--- config.mk ---
export PLATFORM = sky130hd
export DESIGN_NAME = qenc_counter
export DESIGN_NICKNAME = d
export VERILOG_FILES = /design/src/rtl/qenc_pkg.sv /design/src/rtl/qenc_sync.sv /design/src/rtl/qenc_decode.sv /design/src/rtl/qenc_poscnt.sv /design/src/rtl/qenc_idxcnt.sv /design/src/rtl/qenc_counter.sv
export SDC_FILE = /design/constraint.sdc
export NUM_CORES = 1
export LEC_CHECK = 0
export BUFFER_PORTS_ARGS = -buffer_cell sky130_fd_sc_hd__buf_4
export CAP_MARGIN = 20
export CORE_UTILIZATION = 57
export DETAILED_ROUTE_END_ITERATION = 8
export GPL_TIMING_DRIVEN = 1
export PLACE_DENSITY = 0.86
export SETUP_SLACK_MARGIN = 0.2
export SLEW_MARGIN = 20
export SYNTH_ARGS = -nofsm -noshare
export SYNTH_HDL_FRONTEND = slang
export SYNTH_SLANG_ARGS = --single-unit
--- constraint.sdc ---
create_clock -name clk -period 3.4 [get_ports clk]
set_clock_uncertainty 0.15 [all_clocks]
set_input_delay 0.85 -clock clk [delete_from_list [all_inputs] [get_ports clk]]
set_output_delay 0.85 -clock clk [all_outputs]
set_load 0.02 [all_outputs]
--- src/rtl/qenc_pkg.sv ---
package qenc_pkg;

  typedef enum logic [1:0] {
    SRC_QUAD   = 2'b00,
    SRC_EXTCLK = 2'b01,
    SRC_TIMER  = 2'b10,
    SRC_HOLD   = 2'b11
  } cnt_src_e;

  localparam logic [2:0] POS_MODE_MODULO = 3'b110;

  typedef struct packed {
    logic en;
    logic up;
  } step_t;

endpackage

--- src/rtl/qenc_sync.sv ---
module qenc_sync #(
  parameter int N      = 3,
  parameter int STAGES = 2
) (
  input  logic         clk,
  input  logic         rst_n,
  input  logic [N-1:0] d_async,
  output logic [N-1:0] q_sync
);

  logic [N-1:0] stg [STAGES];

  for (genvar s = 0; s < STAGES; s++) begin : g_stage
    if (s == 0) begin : g_first
      always_ff @(posedge clk or negedge rst_n) begin
        if (!rst_n) stg[s] <= '0;
        else        stg[s] <= d_async;
      end
    end else begin : g_next
      always_ff @(posedge clk or negedge rst_n) begin
        if (!rst_n) stg[s] <= '0;
        else        stg[s] <= stg[s-1];
      end
    end
  end

  assign q_sync = stg[STAGES-1];

endmodule

--- src/rtl/qenc_decode.sv ---
module qenc_decode
  import qenc_pkg::*;
(
  input  logic       clk,
  input  logic       rst_n,
  input  logic       a,
  input  logic       b,
  input  logic       idx,
  input  logic [1:0] src,
  input  logic       invert,
  output step_t      step,
  output logic       idx_edge,
  output logic       err_flag
);

  logic prev_a, prev_b, prev_idx;
  logic a_chg, b_chg;
  logic raw_en, raw_up, illegal;
  logic err_q;

  always_ff @(posedge clk or negedge rst_n) begin
    if (!rst_n) begin
      prev_a   <= 1'b0;
      prev_b   <= 1'b0;
      prev_idx <= 1'b0;
    end else begin
      prev_a   <= a;
      prev_b   <= b;
      prev_idx <= idx;
    end
  end

  assign a_chg = a ^ prev_a;
  assign b_chg = b ^ prev_b;

  always_comb begin
    raw_en  = 1'b0;
    raw_up  = 1'b1;
    illegal = 1'b0;
    unique case (cnt_src_e'(src))
      SRC_QUAD: begin
        // exactly one phase moved: a legal Gray step
        raw_en  = a_chg ^ b_chg;
        // direction from the new A against the old B
        raw_up  = a ^ prev_b;
        illegal = a_chg & b_chg;
      end
      SRC_EXTCLK: begin
        raw_en = a & ~prev_a;
        raw_up = ~b;
      end
      SRC_TIMER: begin
        raw_en = 1'b1;
        raw_up = 1'b1;
      end
      SRC_HOLD: begin
        raw_en = 1'b0;
      end
      default: raw_en = 1'b0;
    endcase
  end

  assign step.en  = raw_en;
  assign step.up  = raw_up ^ invert;
  assign idx_edge = idx & ~prev_idx;

  always_ff @(posedge clk or negedge rst_n) begin
    if (!rst_n)       err_q <= 1'b0;
    else if (illegal) err_q <= 1'b1;
  end

  assign err_flag = err_q;

endmodule

--- src/rtl/qenc_poscnt.sv ---
module qenc_poscnt
  import qenc_pkg::*;
#(
  parameter int W = 16
) (
  input  logic                clk,
  input  logic                rst_n,
  input  step_t               step,
  input  logic                modulo_en,
  input  logic signed [W-1:0] lo,
  input  logic signed [W-1:0] hi,
  output logic signed [W-1:0] pos
);

  localparam logic signed [W-1:0] ONE = W'(1);

  logic signed [W-1:0] pos_q, pos_d;
  logic at_top, at_bot;

  assign at_top = (pos_q >= hi);
  assign at_bot = (pos_q <= lo);

  always_comb begin
    pos_d = pos_q;
    if (step.en) begin
      if (modulo_en && step.up && at_top)        pos_d = lo;
      else if (modulo_en && !step.up && at_bot)  pos_d = hi;
      else if (step.up)                          pos_d = pos_q + ONE;
      else                                       pos_d = pos_q - ONE;
    end
  end

  always_ff @(posedge clk or negedge rst_n) begin
    if (!rst_n) pos_q <= '0;
    else        pos_q <= pos_d;
  end

  assign pos = pos_q;

endmodule

--- src/rtl/qenc_idxcnt.sv ---
module qenc_idxcnt
  import qenc_pkg::*;
#(
  parameter int W = 16
) (
  input  logic                clk,
  input  logic                rst_n,
  input  step_t               step,
  input  logic                idx_edge,
  output logic signed [W-1:0] idx,
  output logic                dir_up
);

  localparam logic signed [W-1:0] ONE = W'(1);

  logic                dir_q;
  logic signed [W-1:0] idx_q;

  always_ff @(posedge clk or negedge rst_n) begin
    if (!rst_n)       dir_q <= 1'b1;
    else if (step.en) dir_q <= step.up;
  end

  // index counting uses the direction held before this cycle's step
  always_ff @(posedge clk or negedge rst_n) begin
    if (!rst_n)             idx_q <= '0;
    else if (idx_edge) begin
      if (dir_q)            idx_q <= idx_q + ONE;
      else                  idx_q <= idx_q - ONE;
    end
  end

  assign idx    = idx_q;
  assign dir_up = dir_q;

endmodule

--- src/rtl/qenc_counter.sv ---
module qenc_counter
  import qenc_pkg::*;
#(
  parameter int POS_W       = 16,
  parameter int IDX_W       = 16,
  parameter int SYNC_STAGES = 2
) (
  input  logic                    clk,
  input  logic                    rst_n,
  input  logic                    enc_a,
  input  logic                    enc_b,
  input  logic                    enc_idx,
  input  logic [1:0]              cfg_src,
  input  logic [2:0]              cfg_pos_mode,
  input  logic                    cfg_invert,
  input  logic signed [POS_W-1:0] lim_lo,
  input  logic signed [POS_W-1:0] lim_hi,
  output logic signed [POS_W-1:0] pos_count,
  output logic signed [IDX_W-1:0] idx_count,
  output logic                    dir_up,
  output logic                    err_flag
);

  localparam int NPINS = 3;

  logic [NPINS-1:0] pins_sync;
  step_t            step;
  logic             idx_edge;
  logic             modulo_en;

  qenc_sync #(.N(NPINS), .STAGES(SYNC_STAGES)) u_sync (
    .clk     (clk),
    .rst_n   (rst_n),
    .d_async ({enc_idx, enc_b, enc_a}),
    .q_sync  (pins_sync)
  );

  qenc_decode u_dec (
    .clk      (clk),
    .rst_n    (rst_n),
    .a        (pins_sync[0]),
    .b        (pins_sync[1]),
    .idx      (pins_sync[2]),
    .src      (cfg_src),
    .invert   (cfg_invert),
    .step     (step),
    .idx_edge (idx_edge),
    .err_flag (err_flag)
  );

  assign modulo_en = (cfg_pos_mode == POS_MODE_MODULO);

  qenc_poscnt #(.W(POS_W)) u_pos (
    .clk       (clk),
    .rst_n     (rst_n),
    .step      (step),
    .modulo_en (modulo_en),
    .lo        (lim_lo),
    .hi        (lim_hi),
    .pos       (pos_count)
  );

  qenc_idxcnt #(.W(IDX_W)) u_idx (
    .clk      (clk),
    .rst_n    (rst_n),
    .step     (step),
    .idx_edge (idx_edge),
    .idx      (idx_count),
    .dir_up   (dir_up)
  );

endmodule

# Word-level counts from Yosys, hierarchy flattened

Index checks and enable logic that the tools add are counted.

Word-level logic and storage cells: 43
Output and inout bits: 34
Register bits: 43

Reduce and logical (&&, ||, !) cells: 6
Equality and inequality tests: 4
Mux-type cells: 7
Bitwise gates (word level): 11
Add/subtract/negate cells: 4
$lt $le $gt $ge: 2

Operators by type and width:

| operator                | count |
|---|---|
| $mux W16                | 4 |
| $add A16 B2 Y16 const B | 2 |
| $sub A16 B2 Y16 const B | 2 |
| $ge A16 B16 Y1          | 1 |
| $le A16 B16 Y1          | 1 |
| $xor A1 B1 Y1           | 5 |
| $eq A2 B2 Y1 const B    | 2 |
| $logic_and A1 B1 Y1     | 4 |
| $pmux W1 S4             | 1 |
| $and A1 B1 Y1           | 3 |
| $eq A3 B3 Y1 const B    | 1 |
| $not A1 Y1              | 3 |
| $eq A2 B1 Y1 const B    | 1 |
| $logic_not A2 Y1        | 1 |
| $pmux W1 S2             | 1 |
| $logic_not A1 Y1        | 1 |
| $mux W1                 | 1 |

# Depth between registers and ports, before layout

Depth after elaboration: 8
Gate-level depth with buffers: 11
Depth with buffers taken out: 11

# Cells and area by module

A second synthesis with hierarchy kept.

Cell total of the unflattened synthesis: 491
Area total of the unflattened synthesis: 4260.3 µm²

By module, submodules not included:

| module       | area each (µm²) | cells an instance | sequential area each (µm²) | instances |
|---|---|---|---|---|
| qenc_poscnt  | 2443.6          | 305               | 400.4                      | 1 |
| qenc_idxcnt  | 1397.6          | 152               | 426.7                      | 1 |
| qenc_decode  | 237.7           | 24                | 100.1                      | 1 |
| qenc_sync    | 172.7           | 9                 | 150.1                      | 1 |
| qenc_counter | 8.8             | 1                 | 0.0                        | 1 |

# Worst setup path before layout

OpenSTA, ideal clock, no wires.

Path kind: input to register
Start: input port cfg_src[0]
End: register u_pos.pos_q[14], in the netlist u_pos.pos[14]
Data arrival time: 3163 ps
Buffers on the path: 0
Path slack: 10 ps
Stages on the path: 10
Setup time: 78 ps
Path through: or3_1 o21ai_1 nor2_1 xnor2_1 ha_1 nand2_1 nor4_1 a22oi_1 a311o_1 a21oi_1

Longest elaborated chain between the ends: 8
Elaborated cells on any way between the ends: 15
Classes of those cells: eq/ne: 3; mux: 5; bitwise: 1; reduce/logical: 6

RTL lines:

| element                                                 | line               | text |
|---|---|---|
| start: declaration                                      | qenc_counter.sv:13 | `input logic [1:0] cfg_src,` |
| $eq A2 B1 Y1 / $logic_not A2 Y1 (equally long branches) | qenc_decode.sv:40  | `unique case (cnt_src_e'(src))` |
| $pmux W1 S2                                             | qenc_decode.sv:40  |  |
| $xor A1 B1 Y1                                           | qenc_decode.sv:64  | `assign step.up = raw_up ^ invert;` |
| $logic_not A1 Y1                                        | qenc_poscnt.sv:27  | `else if (modulo_en && !step.up && at_bot) pos_d = hi;` |
| $logic_and A1 B1 Y1 (2 in series)                       | qenc_poscnt.sv:27  |  |
| $mux W16                                                | qenc_poscnt.sv:27  |  |
| $mux W16                                                | qenc_poscnt.sv:26  | `if (modulo_en && step.up && at_top) pos_d = lo;` |
| end signal: assignment                                  | qenc_poscnt.sv:35  | `else pos_q <= pos_d;` |
| end: declaration                                        | qenc_poscnt.sv:17  | `logic signed [W-1:0] pos_q, pos_d;` |

Parallel ways exist; a longest one is shown, timed or not.
A chain may end at the register's enable or synchronous reset.

# Worst setup path in the final report

Same ends and word-level chain as after synthesis.

==> run summary <==
share of cells above drive strength 1: 22.2%
main combinational cell family by area after synthesis: compound AO/OA/AOI/OAI gates
leading area contributor after synthesis: dfrtp_1
simple-gate area share of the yosys netlist: 19.0%
Hold Fails Final Rpt: 0
die height: 86.0 um
# rows: 30
PD cells: 823 nW/um2
CTS tree: done
Static Leak: 2.37 nW
Synth Area in Compound Gates: 25.6%
Worst VDD drop: 345 uV
xor/xnor share of the synthesized area: 5.44%
Vias: 4171
fin crit period: 3.06 ns
ys async rst share: 100%
Most used DFF post-synth: dfrtp_1
Final period util: 89.9%
Setup crit end kind: register
cell area after layout: 4980 um2
H-tree depth reported by CTS: 2
Critical Path Source Type: input pin
unrepaired setup endpoints after global routing: yes
final layout net count: 678
Seq/Total Area, Yosys: 26.8%
largest net degree at the start of global routing: 44
Vias/cell: 6.12
Post-synth EDFFs: 0
Area after DPL: 4850 um2
antenna viol nets, final: 0
hold buffer count at cts: 0
flops & latches, synth: 43
die area: 7400 um2
total congestion overflow: 0
critical path type: in -> reg
Reg area: 1080 um2
Slew Viols, Final: 0
Root Buffer: clkbuf_8
core area: 6790 um2
post-synthesis mux area share: 1.52%
crit path DAT: 3.13 ns
antenna violations before repair: 0
Die W: 86.0 um
initial drt markers: 202
HP Class: reg -> reg
Mapped Cells: 490
DRT Wirelength: 11.4 mm
Top Ports: 77
CTS Buffer Depth: 2
Synthesis Warnings: 0
Detailed Place HPWL: 8.97 mm
synth unique cells: 63
worst skew pair latency: 0.30 ns
Port-buffer cells: 76
Max Cap Violations: 0
Area growth, synth to finish: 23.6%
CP Max Fanout: 8
DRC viols: 0
syn_nets: 583
CTS Sinks: 43
antenna cell count: 0
Worst-path clk slew: 0.08 ns
Synth Area per Inst: 8.21 um2
post-DR wirelength/cell: 16.8 um
slew margin rel.: 55.9%
fmax: 327 MHz
Starting Density: 59.2%
vias in the first global route: 3907
outcome: complete, no violations
Num CTS Buffers: 5
synthesized area: 4030 um2
first-pass iteration count of the detailed router: 5
Multi-input gate area: 2730 um2
final setup violating endpoints: 0
first-pass GRT wire length: 18.0 mm
post-synth top area share: 26.1%
setup total negative slack: 0 ns
Synth Area in Adders: 15.7%
filler cell count: 529
All-Layer GR Usage: 30.7%
top cells by area, synth: dfrtp_1, ha_1, o21ai_0
worst-margin pin slew: 0.662 ns
Critical Path RT: 3.48 ns
Placer Congestion: 0.951
[cell usage in the layout (no fill, tap or decap), types with 3 or more instances in the layout]
master and n:
buf_4 105, a31oi_1 6, a21o_1 4, or4_1 4, and3_1 4, xor2_1 10
a22oi_1 4, nand2b_1 7, o21ai_0 41, a211oi_1 20, dfrtp_1 42, nor3_1 13
inv_1 44, nand4_1 11, clkinv_2 3, o22ai_1 7, ha_1 48, o2111a_1 4
o211ai_1 8, a21oi_1 28, o21bai_1 4, mux2i_1 5, xnor2_1 15, nand2_1 43
clkbuf_8 5, o21ai_1 3, or3_1 4, nor4_1 4, o31ai_1 3, nand3_1 16
nor2_1 23
[final cells by class]
class | count | area share [%]
Multi-Input combinational cell | 385 | 54.9
Sequential cell | 43 | 21.6
Timing Repair Buffer | 105 | 15.8
Inverter | 45 | 3.47
Tap cell | 96 | 2.41
Clock buffer | 5 | 1.38
Clock inverter | 3 | 0.302
[through the flow]
step	setup slack (ns)	cells	hold slack (ns)	power, W	utilization (%)
4_1_cts	0.232	680	0.203	0.00402	72.7
5_1_grt	0.146	682	0.211	0.00442	73.2
6_report	0.343	682	0.202	0.00409	73.2
3_3_place_gp	0.141	672	0.184	0.00359	71.5
3_5_place_dp	0.0401	672	0.185	0.00369	71.5
2_1_floorplan	0.112	490	0.181	0.00279	-
[final timing paths]
check / start / end / slack (ns) / cells past startpoint
max: cfg_src[0] / u_pos.pos[14] / 0.34 / 12
min in group asynchronous: rst_n / u_dec.err_flag / 0.39 / 1
max reg2reg: u_idx.dir_up / u_idx.idx[14] / 0.35 / 9
max in group asynchronous: rst_n / u_idx.dir_up / 2.33 / 1
min: u_sync.stg[5] / u_sync.q_sync[2] / 0.20 / 0
min reg2reg: u_sync.stg[5] / u_sync.q_sync[2] / 0.20 / 0
[state kept, by name, indices dropped and copies added, names as in the netlist]
register,count
u_idx.idx,16
u_pos.pos,16
u_sync.q_sync,3
u_sync.stg,3
u_dec.err_flag,1
u_dec.prev_a,1
u_dec.prev_b,1
u_dec.prev_idx,1
u_idx.dir_up,1
[timing repair]
| item | 4_1_cts | 5_1_grt |
|---|---|---|
| setup buffers | 0 | 2 |
| endpoints found under the setup margin | 0 | 5 |
| gates resized for setup | 0 | 6 |
[cell usage after synthesis (2+ instances only)]
| cell type | n |
|---|---|
| dfrtp_1 | 42 |
| inv_1 | 45 |
| a22oi_1 | 4 |
| or3_1 | 4 |
| o21bai_1 | 4 |
| nor2b_1 | 2 |
| a21oi_1 | 30 |
| xnor2_1 | 15 |
| nand4_1 | 11 |
| or4_1 | 4 |
| nand3_1 | 16 |
| a211o_1 | 2 |
| o211ai_1 | 8 |
| a31oi_1 | 6 |
| and4_1 | 2 |
| and3b_1 | 2 |
| and2_1 | 2 |
| o311a_1 | 2 |
| nand2b_1 | 7 |
| nor2_1 | 24 |
| buf_1 | 2 |
| nor4_1 | 5 |
| mux2i_1 | 5 |
| a21o_1 | 4 |
| nor3_1 | 13 |
| o22ai_1 | 8 |
| ha_1 | 49 |
| buf_2 | 2 |
| o2111a_1 | 4 |
| xor2_1 | 10 |
| o21ai_1 | 3 |
| o21ai_0 | 42 |
| a211oi_1 | 20 |
| a311o_1 | 2 |
| o32ai_1 | 2 |
| or4_4 | 2 |
| nand2_1 | 43 |
| and3_1 | 4 |
| o31ai_1 | 3 |
| clkbuf_1 | 12 |
[layer usage]
metal | track usage, % | part of all wire, %
met1 | 36.8 | 41
met2 | 54.5 | 49
met3 | 4.23 | 7.1
met4 | 13.9 | 2.8
met5 | 0 | 0
[critical path: stages]
cell,delay [ns]
buf_4,0.14
and3b_1,0.19
a311o_1,0.36
nor2_2,0.14
xnor2_1,0.15
ha_2,0.24
nand2_1,0.08
nor4_2,0.24
buf_4,0.17
a22oi_1,0.09
a311o_1,0.36
a21oi_1,0.13
[cells by family after synthesis]
group | after synthesis
flops | 43
compound gates | 157
mux | 6
simple gates | 147
fa+ha+maj | 50
buf+inv | 62
xor+xnor | 25
[power by group]
| part | internal (W) | switching (W) |
|---|---|---|
| sequential | 0.000700 | 0.000312 |
| clock | 0.000141 | 0.000174 |
| combinational | 0.00122 | 0.00154 |
No activity file was read; power rests on OpenSTA's default activity.
